==> src/rtl/ep_hs_pkg.sv <==
package ep_hs_pkg;
   typedef enum logic [1:0] {
      RSP_NAK   = 2'd0,
      RSP_DATA  = 2'd1,
      RSP_STALL = 2'd2
   } rsp_e;

   localparam int CTL_W    = 6;
   localparam int CB_STALL = 0;
   localparam int CB_NAK   = 1;
   localparam int CB_TCLR  = 2;   // write: clear toggle, read: toggle state
   localparam int CB_TSET  = 3;
   localparam int CB_ADIS  = 4;
   localparam int CB_SHORT = 5;
endpackage

==> src/rtl/ep_hs_decide.sv <==
module ep_hs_decide
   import ep_hs_pkg::*;
#(
   parameter int MPS_W = 10,
   parameter int CNT_W = 11
) (
   input  logic             stall,
   input  logic             nak,
   input  logic             short_en,
   input  logic             tok_in,
   input  logic [CNT_W-1:0] fifo_count,
   input  logic [CNT_W-1:0] fifo_free,
   input  logic [MPS_W-1:0] mps,
   output rsp_e             rsp,
   output logic [CNT_W-1:0] len
);
   logic [CNT_W-1:0] mps_x;
   assign mps_x = CNT_W'(mps);

   always_comb begin
      rsp = RSP_NAK;
      len = '0;
      if (stall) begin
         rsp = RSP_STALL;
      end else if (nak) begin
         rsp = RSP_NAK;
      end else if (tok_in) begin
         if (fifo_count >= mps_x) begin
            rsp = RSP_DATA;
            len = mps_x;
         end else if (short_en) begin
            rsp = RSP_DATA;
            len = fifo_count;
         end
      end else if (fifo_free >= mps_x) begin
         rsp = RSP_DATA;
      end
   end
endmodule

==> src/rtl/ep_hs_flags.sv <==
module ep_hs_flags (
   input  logic clk,
   input  logic rst_n,
   input  logic wr,
   input  logic w_stall,
   input  logic w_nak,
   input  logic w_adis,
   input  logic w_short,
   input  logic busy,
   input  logic done,
   input  logic clr_short,
   input  logic set_nak,
   output logic stall,
   output logic nak,
   output logic adis,
   output logic short_en
);
   logic st_q, nk_q, ad_q, sh_q, pv_q, ps_q, pn_q;
   logic st_d, nk_d, ad_d, sh_d, pv_d, ps_d, pn_d;

   always_comb begin
      st_d = st_q; nk_d = nk_q; ad_d = ad_q; sh_d = sh_q;
      pv_d = pv_q; ps_d = ps_q; pn_d = pn_q;
      if (done) begin
         if (pv_q) begin
            st_d = ps_q;
            nk_d = pn_q;
         end
         pv_d = 1'b0;
         if (set_nak)   nk_d = 1'b1;
         if (clr_short) sh_d = 1'b0;
      end
      if (wr) begin
         ad_d = w_adis;
         sh_d = w_short;
         if (busy && !done) begin
            pv_d = 1'b1;
            ps_d = w_stall;
            pn_d = w_nak;
         end else begin
            st_d = w_stall;
            nk_d = w_nak;
         end
      end
   end

   always_ff @(posedge clk or negedge rst_n) begin
      if (!rst_n) begin
         st_q <= 1'b0; nk_q <= 1'b0; ad_q <= 1'b0; sh_q <= 1'b0;
         pv_q <= 1'b0; ps_q <= 1'b0; pn_q <= 1'b0;
      end else begin
         st_q <= st_d; nk_q <= nk_d; ad_q <= ad_d; sh_q <= sh_d;
         pv_q <= pv_d; ps_q <= ps_d; pn_q <= pn_d;
      end
   end

   assign stall    = st_q;
   assign nak      = nk_q;
   assign adis     = ad_q;
   assign short_en = sh_q;
endmodule

==> src/rtl/ep_hs_toggle.sv <==
module ep_hs_toggle #(
   parameter bit CLR_WINS = 1'b1
) (
   input  logic clk,
   input  logic rst_n,
   input  logic flip,
   input  logic set,
   input  logic clr,
   output logic tog
);
   logic tog_q, tog_d;

   generate
      if (CLR_WINS) begin : g_clr_first
         always_comb begin
            if (clr)       tog_d = 1'b0;
            else if (set)  tog_d = 1'b1;
            else if (flip) tog_d = ~tog_q;
            else           tog_d = tog_q;
         end
      end else begin : g_set_first
         always_comb begin
            if (set)       tog_d = 1'b1;
            else if (clr)  tog_d = 1'b0;
            else if (flip) tog_d = ~tog_q;
            else           tog_d = tog_q;
         end
      end
   endgenerate

   always_ff @(posedge clk or negedge rst_n) begin
      if (!rst_n) tog_q <= 1'b0;
      else        tog_q <= tog_d;
   end

   assign tog = tog_q;
endmodule

==> src/rtl/usb_ep_handshake.sv <==
module usb_ep_handshake
   import ep_hs_pkg::*;
#(
   parameter int REG_W    = 8,
   parameter int MPS_W    = 10,
   parameter int CNT_W    = 11,
   parameter bit CLR_WINS = 1'b1
) (
   input  logic             clk,
   input  logic             rst_n,
   input  logic             ctl_wr,
   input  logic [CTL_W-1:0] ctl_wdata,
   input  logic             mps_hi_wr,
   input  logic             mps_lo_wr,
   input  logic [REG_W-1:0] mps_wdata,
   input  logic             tok_valid,
   input  logic             tok_in,
   input  logic             xact_done,
   input  logic             xact_ok,
   input  logic [CNT_W-1:0] rx_len,
   input  logic [CNT_W-1:0] fifo_count,
   input  logic [CNT_W-1:0] fifo_free,
   output logic             resp_vld,
   output logic [1:0]       resp,
   output logic [CNT_W-1:0] tx_len,
   output logic             toggle,
   output logic             busy,
   output logic [CTL_W-1:0] ctl_rdata,
   output logic [REG_W-1:0] mps_hi_rdata,
   output logic [REG_W-1:0] mps_lo_rdata
);
   localparam int HI_W = MPS_W - REG_W;

   generate
      if (HI_W < 1 || HI_W >= REG_W) begin : g_bad_mps_w
         $error("MPS_W must exceed REG_W and fit in two registers");
      end
      if (CNT_W <= MPS_W) begin : g_bad_cnt_w
         $error("CNT_W must be wider than MPS_W");
      end
   endgenerate

   // max packet size registers
   logic [HI_W-1:0]  mps_hi_q;
   logic [REG_W-1:0] mps_lo_q;
   logic [MPS_W-1:0] mps;
   logic [CNT_W-1:0] mps_x;

   always_ff @(posedge clk or negedge rst_n) begin
      if (!rst_n) begin
         mps_hi_q <= '0;
         mps_lo_q <= '0;
      end else begin
         if (mps_hi_wr) mps_hi_q <= mps_wdata[HI_W-1:0];
         if (mps_lo_wr) mps_lo_q <= mps_wdata;
      end
   end

   assign mps          = {mps_hi_q, mps_lo_q};
   assign mps_x        = CNT_W'(mps);
   assign mps_hi_rdata = REG_W'(mps_hi_q);
   assign mps_lo_rdata = mps_lo_q;

   // transaction tracking
   logic             busy_q, vld_q, in_q;
   rsp_e             rsp_q, rsp_d;
   logic [CNT_W-1:0] len_q, len_d;
   logic             tok_acc, done_acc, data_done, clr_short, set_nak;
   logic             f_stall, f_nak, f_adis, f_short, tog;

   assign tok_acc   = tok_valid & ~busy_q;
   assign done_acc  = xact_done & busy_q;
   assign data_done = done_acc & xact_ok & (rsp_q == RSP_DATA);
   assign clr_short = data_done & in_q & (len_q < mps_x);
   assign set_nak   = data_done & ~in_q & (rx_len < mps_x) & ~f_adis;

   ep_hs_decide #(.MPS_W(MPS_W), .CNT_W(CNT_W)) u_decide (
      .stall      (f_stall),
      .nak        (f_nak),
      .short_en   (f_short),
      .tok_in     (tok_in),
      .fifo_count (fifo_count),
      .fifo_free  (fifo_free),
      .mps        (mps),
      .rsp        (rsp_d),
      .len        (len_d)
   );

   ep_hs_flags u_flags (
      .clk       (clk),
      .rst_n     (rst_n),
      .wr        (ctl_wr),
      .w_stall   (ctl_wdata[CB_STALL]),
      .w_nak     (ctl_wdata[CB_NAK]),
      .w_adis    (ctl_wdata[CB_ADIS]),
      .w_short   (ctl_wdata[CB_SHORT]),
      .busy      (busy_q),
      .done      (done_acc),
      .clr_short (clr_short),
      .set_nak   (set_nak),
      .stall     (f_stall),
      .nak       (f_nak),
      .adis      (f_adis),
      .short_en  (f_short)
   );

   ep_hs_toggle #(.CLR_WINS(CLR_WINS)) u_toggle (
      .clk   (clk),
      .rst_n (rst_n),
      .flip  (data_done),
      .set   (ctl_wr & ctl_wdata[CB_TSET]),
      .clr   (ctl_wr & ctl_wdata[CB_TCLR]),
      .tog   (tog)
   );

   always_ff @(posedge clk or negedge rst_n) begin
      if (!rst_n) begin
         busy_q <= 1'b0;
         vld_q  <= 1'b0;
         in_q   <= 1'b0;
         rsp_q  <= RSP_NAK;
         len_q  <= '0;
      end else begin
         vld_q <= tok_acc;
         if (tok_acc) begin
            busy_q <= 1'b1;
            in_q   <= tok_in;
            rsp_q  <= rsp_d;
            len_q  <= len_d;
         end else if (done_acc) begin
            busy_q <= 1'b0;
         end
      end
   end

   always_comb begin
      ctl_rdata           = '0;
      ctl_rdata[CB_STALL] = f_stall;
      ctl_rdata[CB_NAK]   = f_nak;
      ctl_rdata[CB_TCLR]  = tog;
      ctl_rdata[CB_ADIS]  = f_adis;
      ctl_rdata[CB_SHORT] = f_short;
   end

   assign resp_vld = vld_q;
   assign resp     = rsp_q;
   assign tx_len   = len_q;
   assign toggle   = tog;
   assign busy     = busy_q;
endmodule

==> config.mk <==
export PLATFORM = sky130hd
export DESIGN_NAME = usb_ep_handshake
export DESIGN_NICKNAME = d
export VERILOG_FILES = /design/src/rtl/ep_hs_pkg.sv /design/src/rtl/ep_hs_decide.sv /design/src/rtl/ep_hs_flags.sv /design/src/rtl/ep_hs_toggle.sv /design/src/rtl/usb_ep_handshake.sv
export SDC_FILE = /design/constraint.sdc
export NUM_CORES = 1
export LEC_CHECK = 0
export BUFFER_PORTS_ARGS = -buffer_cell sky130_fd_sc_hd__buf_2
export CAP_MARGIN = 20
export CORE_UTILIZATION = 50
export CTS_CLUSTER_SIZE = 8
export DETAILED_ROUTE_END_ITERATION = 8
export GPL_TIMING_DRIVEN = 0
export PLACE_DENSITY = 0.81
export SETUP_SLACK_MARGIN = 0.3
export SLEW_MARGIN = 20
export SYNTH_ARGS = -nofsm -noshare
export SYNTH_HDL_FRONTEND = slang
export SYNTH_SLANG_ARGS = --single-unit
==> constraint.sdc <==
create_clock -name clk -period 2.6 [get_ports clk]
set_input_delay 0.26 -clock clk [delete_from_list [all_inputs] [get_ports clk]]
set_output_delay 0.26 -clock clk [all_outputs]
set_load 0.05 [all_outputs]
==> results.sh, run 1 <==
export IMPL_n_antenna_cell=0
export IMPL_min_period_ps=2160
export IMPL_crit_required_ps=2770
export IMPL_setup_tns_final_ps=0
export IMPL_area_growth_syn_to_layout_pct=25.6
export IMPL_rr_worst_depth=8
export IMPL_power_density_mw_per_mm2=554
export IMPL_dpl_hpwl_um=5040
export IMPL_worstSetupEndpoint="tx_len[8]"
export IMPL_cts_root_buf="clkbuf_8"
export IMPL_worst_setup_path_start_kind="flop"
export IMPL_final_max_slew_viol_count=0
export IMPL_tightestPinTransition_ps=760
export IMPL_viasPerCell=5.45
export IMPL_synth_warnings=0
export IMPL_reg2reg_to="tx_len[8]"
export IMPL_cts_buffer_depth=2
export IMPL_firstDrtPassIters=4
export IMPL_layout_drive_gt1_share_pct=35.1
export IMPL_p_comb_share_pct=38.4
export IMPL_pwr_share_clk_pct=23.8
export IMPL_synth_avg_cell_area_um2=9.56
export IMPL_clock_latency_ps=290
export IMPL_seq_area_frac_synth_pct=33.7
export IMPL_vias=2356
export IMPL_rsz0062_at_grt="no"
export IMPL_ys_ff_latch=34
export IMPL_coreArea_mm2=0.00479
export IMPL_synth_edf_count=0
export IMPL_arrival_ps=2330
export IMPL_htreeDepth=2
export IMPL_dieArea_mm2=0.00534
export IMPL_port_buffers=85
export IMPL_power_total_mw=1.76
export IMPL_p_leak_nw=1.73
export IMPL_synth_common_cells="38 x ha_1, 34 x dfrtp_1, 29 x nand2_1"
export IMPL_r2r_setup_slack_ps=440
export IMPL_setup_viol=0
export IMPL_cp_end_kind="flop"
export IMPL_cts_sinks=34
export IMPL_clock_skew_ps=5.33
export IMPL_internal_power_mw=1.04
export IMPL_drt_wl_total_um=6420
export IMPL_synth_area_mm2=0.00252
export IMPL_seq_power_share_pct=37.9
export IMPL_cts_tree="built"
export IMPL_ctsHoldBuffers=0
export IMPL_p_sw_mw=0.711
export IMPL_peakVddDrop_uv=236
export IMPL_antenna_found_initial=0
export IMPL_r2r_start="mps_hi_q[0]"
export IMPL_route_detailed_drc=0
export IMPL_initial_core_util_pct=52.7
export IMPL_nFillCells=406
export IMPL_netlist_top_cells_area="dfrtp_1 34%, ha_1 19%, a21oi_1 4.6%"
export IMPL_synth_ff_type="dfrtp_1"
export IMPL_switching_share_pct=40.5
export IMPL_gp_congestion=0.898
export IMPL_multi_input_area_mm2=0.00147
export IMPL_worstPathMaxFanout=10
export IMPL_finalHoldViolCount=0
export IMPL_wire_per_inst_um=14.9
export IMPL_die_h_um=73.0
export IMPL_period_share_pct=83.0
export IMPL_seqCellArea_um2=852
export IMPL_synth_most_common_cell="ha_1"
export IMPL_clock_fmax_mhz=464
export IMPL_top_level_ports=94
export IMPL_synth_top_area_share_pct=33.7
export IMPL_antenna_left=0
export IMPL_num_rows=25
export IMPL_finalInstanceArea_mm2=0.00317
export IMPL_grt_overflow=0
export IMPL_clk_pin_slew_worst_paths_ps=70
export IMPL_final_nets=458
export IMPL_status="completed"
export IMPL_slew_headroom_pct=49.3
export IMPL_hold_class="primary input to asynchronous set/reset pin"
export IMPL_dieWidth_um=73.0
export IMPL_grt_max_degree=35
export IMPL_yosys_cell_types_count=39
export IMPL_synthArstFlopShare_pct=100
export IMPL_grt_pass1_vias=2149
export IMPL_criticalPathCategory="flop to flop"
export IMPL_yosysTopAreaCell="dfrtp_1"
export IMPL_grt_total_usage_pct=25.6
export IMPL_drt_iter0_drc=129
export IMPL_grt_pass1_wl_um=10300
export IMPL_place_area_mm2=0.00306
export IMPL_numCtsBuffers=5
export IMPL_max_cap_violations=0
export IMPL_cp_startpoint="mps_hi_q[0]"
export IMPL_synthCells=264
repair_timing:
item                                    CTS  global route
buffers inserted                          0             2
endpoints found under the setup margin    0             7
gates resized for setup                   0             1
metal layers:
metal / global-route usage (%) / vias to the layer above / wire, um
met5: 0 / - / 0
met4: 8.71 / 0 / 106
met3: 5.25 / 10 / 387
met2: 41.5 / 85 / 3100
met1: 34.1 / 1117 / 2830
li1: - / 1144 / -
how the worst min path moves through the flow:
stage,end,slack [ps],depth (start not counted)
floorplan,busy,-40,0
global placement,tx_len[1],370,1
detailed placement,tx_len[1],370,1
CTS,mps_lo_rdata[1],60,1
global route,tx_len[10],100,1
finish,tx_len[1],30,1
kinds of logic (layout without fill, tap and decap cells):
logic type,after synthesis,count (layout),synth area share [%]
AOI/OAI and AO/OA,72,72,19.2
xor gates and xnor gates,1,1,0.347
adders and majority gates,38,38,18.8
buffers and inverters,36,131,8.87
DFF,34,34,33.7
muxes,9,9,3.87
other,1,7,0.149
and+or+nand+nor,73,73,15.0
through the flow:
| stage | instances | utilization, % | hold slack [ps] | worst slack (ps) |
|---|---|---|---|---|
| after CTS | 430 | 65.9 | 63.3 | 365 |
| final | 432 | 66.2 | 32.2 | 443 |
| after floorplan | 270 | - | -35.6 | 390 |
| after global placement | 422 | 63.9 | 367 | 456 |
| after global routing | 432 | 66.2 | 100 | 369 |
| after detailed placement | 422 | 63.9 | 370 | 384 |
placed cells by master (no fill, tap or decap), drive strengths merged, types with 2 or more instances in the layout:
cell / netlist / layout
nand2: 29 / 29
nor3: 3 / 3
inv: 14 / 13
a31oi: 5 / 5
clkbuf: 5 / 11
a211oi: 4 / 4
nand4: 3 / 3
nand2b: 6 / 6
and3: 11 / 11
a21o: 8 / 8
a21oi: 24 / 24
buf: 17 / 104
a2111oi: 2 / 2
nand4b: 2 / 2
a211o: 2 / 2
conb: 1 / 7
mux2: 6 / 6
nor2b: 2 / 2
dfrtp: 34 / 34
nor2: 11 / 11
clkinvlp: 0 / 2
ha: 38 / 38
a221o: 10 / 10
mux2i: 3 / 3
nand3: 3 / 3
o21ai: 14 / 14
critical path: stages (launching register included):
cell and delay, ps:
dfrtp_2 410, clkinvlp_4 120, ha_1 310, a21o_1 180, a211o_1 300, a31oi_2 190, buf_6 180, a21oi_1 80
a221o_1 270
registers in the layout, indices dropped and copies added, names as in the netlist, 2 cells and up:
signal	count
mps_lo_rdata	8
resp	2
mps_hi_q	2
tx_len	11
area by class of cell:
class | count | share of cell area [%]
timing repair buffer | 87 | 13.9
multi-input combinational | 200 | 46.4
tap | 67 | 2.64
inverter | 14 | 1.78
sequential | 34 | 26.9
buffer | 22 | 5.41
clock buffer | 6 | 2.60
clock inverter | 2 | 0.395
power by group through the flow:
| stage | Sequential [mW] | Combinational, mW | Clock (mW) |
|---|---|---|---|
| after global placement | 0.670 | 0.647 | 0 |
| after CTS | 0.661 | 0.668 | 0.418 |
| final | 0.665 | 0.673 | 0.418 |
| after global routing | 0.672 | 0.735 | 0.444 |
| after detailed placement | 0.671 | 0.665 | 0 |
| after floorplan | 0.791 | 0.350 | 0 |
(Power assumes the default switching activity.)
==> run 2, diff against run 1 <==
clock period = 2.1 ns   (was 2.6 ns; I/O delays follow)
==> results.sh, run 2 (same netlist as run 1, synthesis figures left out) <==
export IMPL_status="complete, but fails checks"
export IMPL_violations="negative hold slack"
export IMPL_grt_overflow=0
export IMPL_clock_latency_ps=290
export IMPL_power_total_mw=2.23
export IMPL_firstDrtPassIters=4
export IMPL_htreeDepth=2
export IMPL_final_nets=464
export IMPL_r2r_start="mps_hi_q[0]"
export IMPL_final_hold_worst_slack_ps=-6.82
export IMPL_power_density_mw_per_mm2=677
export IMPL_initial_core_util_pct=52.7
export IMPL_numCtsBuffers=5
export IMPL_dieArea_mm2=0.00534
export IMPL_cp_end_kind="flop"
export IMPL_top_level_ports=94
export IMPL_coreArea_mm2=0.00479
export IMPL_crit_required_ps=2280
export IMPL_cpMaxStageDelayCell="dfrtp_2"
export IMPL_clk_pin_slew_worst_paths_ps=70
export IMPL_setup_tns_final_ps=0
export IMPL_slew_headroom_pct=48.7
export IMPL_num_rows=25
export IMPL_arrival_ps=2160
export IMPL_port_buffers=85
export IMPL_grt_total_usage_pct=27.5
export IMPL_cts_sinks=34
export IMPL_grt_max_degree=35
export IMPL_dieWidth_um=73.0
export IMPL_clock_skew_ps=9.07
export IMPL_gp_congestion=0.852
export IMPL_n_antenna_cell=0
export IMPL_path_cells="inv_4, ha_4, a21o_1, a211o_1, a31oi_4, buf_6, a21oi_1, a221o_1"
export IMPL_area_growth_syn_to_layout_pct=30.6
export IMPL_multi_input_area_mm2=0.00153
export IMPL_largest_register_ffs=11
export IMPL_rsz0062_at_grt="yes"
export IMPL_criticalPathCategory="flop to flop"
export IMPL_drt_iter0_drc=176
export IMPL_ctsHoldBuffers=0
export IMPL_vias=2454
export IMPL_worst_setup_path_start_kind="flop"
export IMPL_layout_drive_gt1_share_pct=42.6
export IMPL_seqCellArea_um2=863
export IMPL_grt_pass1_wl_um=10900
export IMPL_route_detailed_drc=0
export IMPL_critPathTopFamily="compound AO/OA/AOI/OAI gates"
export IMPL_cts_root_buf="clkbuf_8"
export IMPL_cts_tree="built"
export IMPL_reg2reg_to="tx_len[7]"
export IMPL_antenna_left=0
export IMPL_tightestPinTransition_ps=769
export IMPL_worstPathMaxFanout=5
export IMPL_cts_buffer_depth=2
export IMPL_final_max_slew_viol_count=0
export IMPL_die_h_um=73.0
export IMPL_rr_worst_depth=8
export IMPL_drt_wl_total_um=7050
export IMPL_setup_viol=0
export IMPL_layout_commonest_cell="buf_2"
export IMPL_cp_buffers_inverters=2
export IMPL_slowest_delay_ps=430
export IMPL_wire_per_inst_um=16.1
export IMPL_dpl_hpwl_um=5100
export IMPL_antenna_found_initial=0
export IMPL_max_cap_violations=0
export IMPL_clock_fmax_mhz=504
export IMPL_finalHoldViolCount=31
export IMPL_p_leak_nw=1.76
export IMPL_r2r_setup_slack_ps=120
export IMPL_viasPerCell=5.60
export IMPL_final_cell_mix="85 x buf_2, 37 x ha_1, 29 x nand2_1, 24 x dfrtp_1, 20 x a21oi_1"
export IMPL_period_share_pct=94.4
export IMPL_peakVddDrop_uv=465
export IMPL_min_period_ps=1980
export IMPL_grt_pass1_vias=2331
export IMPL_hold_class="primary input to asynchronous set/reset pin"
export IMPL_nFillCells=410
export IMPL_final_util_pct=68.9
-- run 2: changes by cell type in the layout (fill, tap and decap cells not counted), moves of 2 or more --
cell / delta
a211oi_1: -2
a211oi_2: +2
a21oi_1: -3
a21oi_2: +2
buf_4: +4
buf_6: +2
clkinvlp_4: -2
dfrtp_1: -9
dfrtp_2: +9
inv_1: -7
inv_2: +5
inv_4: +3
-- run 2: worst max-delay path by stage --
stage               startpoint   endpoint  slack [ps]  cells past startpoint
5_1_grt            mps_hi_q[0]  tx_len[3]          70                      8
2_1_floorplan      mps_hi_q[0]  tx_len[1]         100                      8
6_report           mps_hi_q[0]  tx_len[7]         120                      8
3_5_place_dp       mps_hi_q[0]  tx_len[3]         100                      8
3_3_place_gp   mps_lo_rdata[0]  tx_len[3]         140                      7
4_1_cts            mps_hi_q[0]  tx_len[3]         160                      8
-- run 2: final cells by class --
class | instances | share of cell area, %
multi-input combinational | 200 | 46.5
sequential | 34 | 26.2
clock buffer | 7 | 2.62
buffer | 22 | 5.31
tap | 67 | 2.54
timing repair buffer | 93 | 14.8
inverter | 14 | 1.82
clock inverter | 1 | 0.152
-- run 2: metrics by stage --
stage               worst slack (ps)  cell area (um^2)  instances
floorplan                        102              2570        270
global placement                 142              3080        422
detailed placement               102              3080        422
CTS                              162              3250        436
global route                    73.6              3300        438
finish                           117              3300        438
-- run 2: what timing repair did --
action	CTS	global route
pin swaps	1	7
cloned	1	0
buffers inserted	5	2
setup endpoints to repair	12	12
resized for setup	13	9
-- run 2: routing by layer --
layer	global-route usage (%)	share of wire, %
met4	12.2	2.3
met5	0	0
met2	45.6	48
met1	34.3	43
met3	6.08	6.4
-- run 2: power by group --
group,switching [mW],internal (mW)
registers,0.0859,0.737
logic,0.570,0.319
clock network,0.257,0.265
total,0.912,1.32
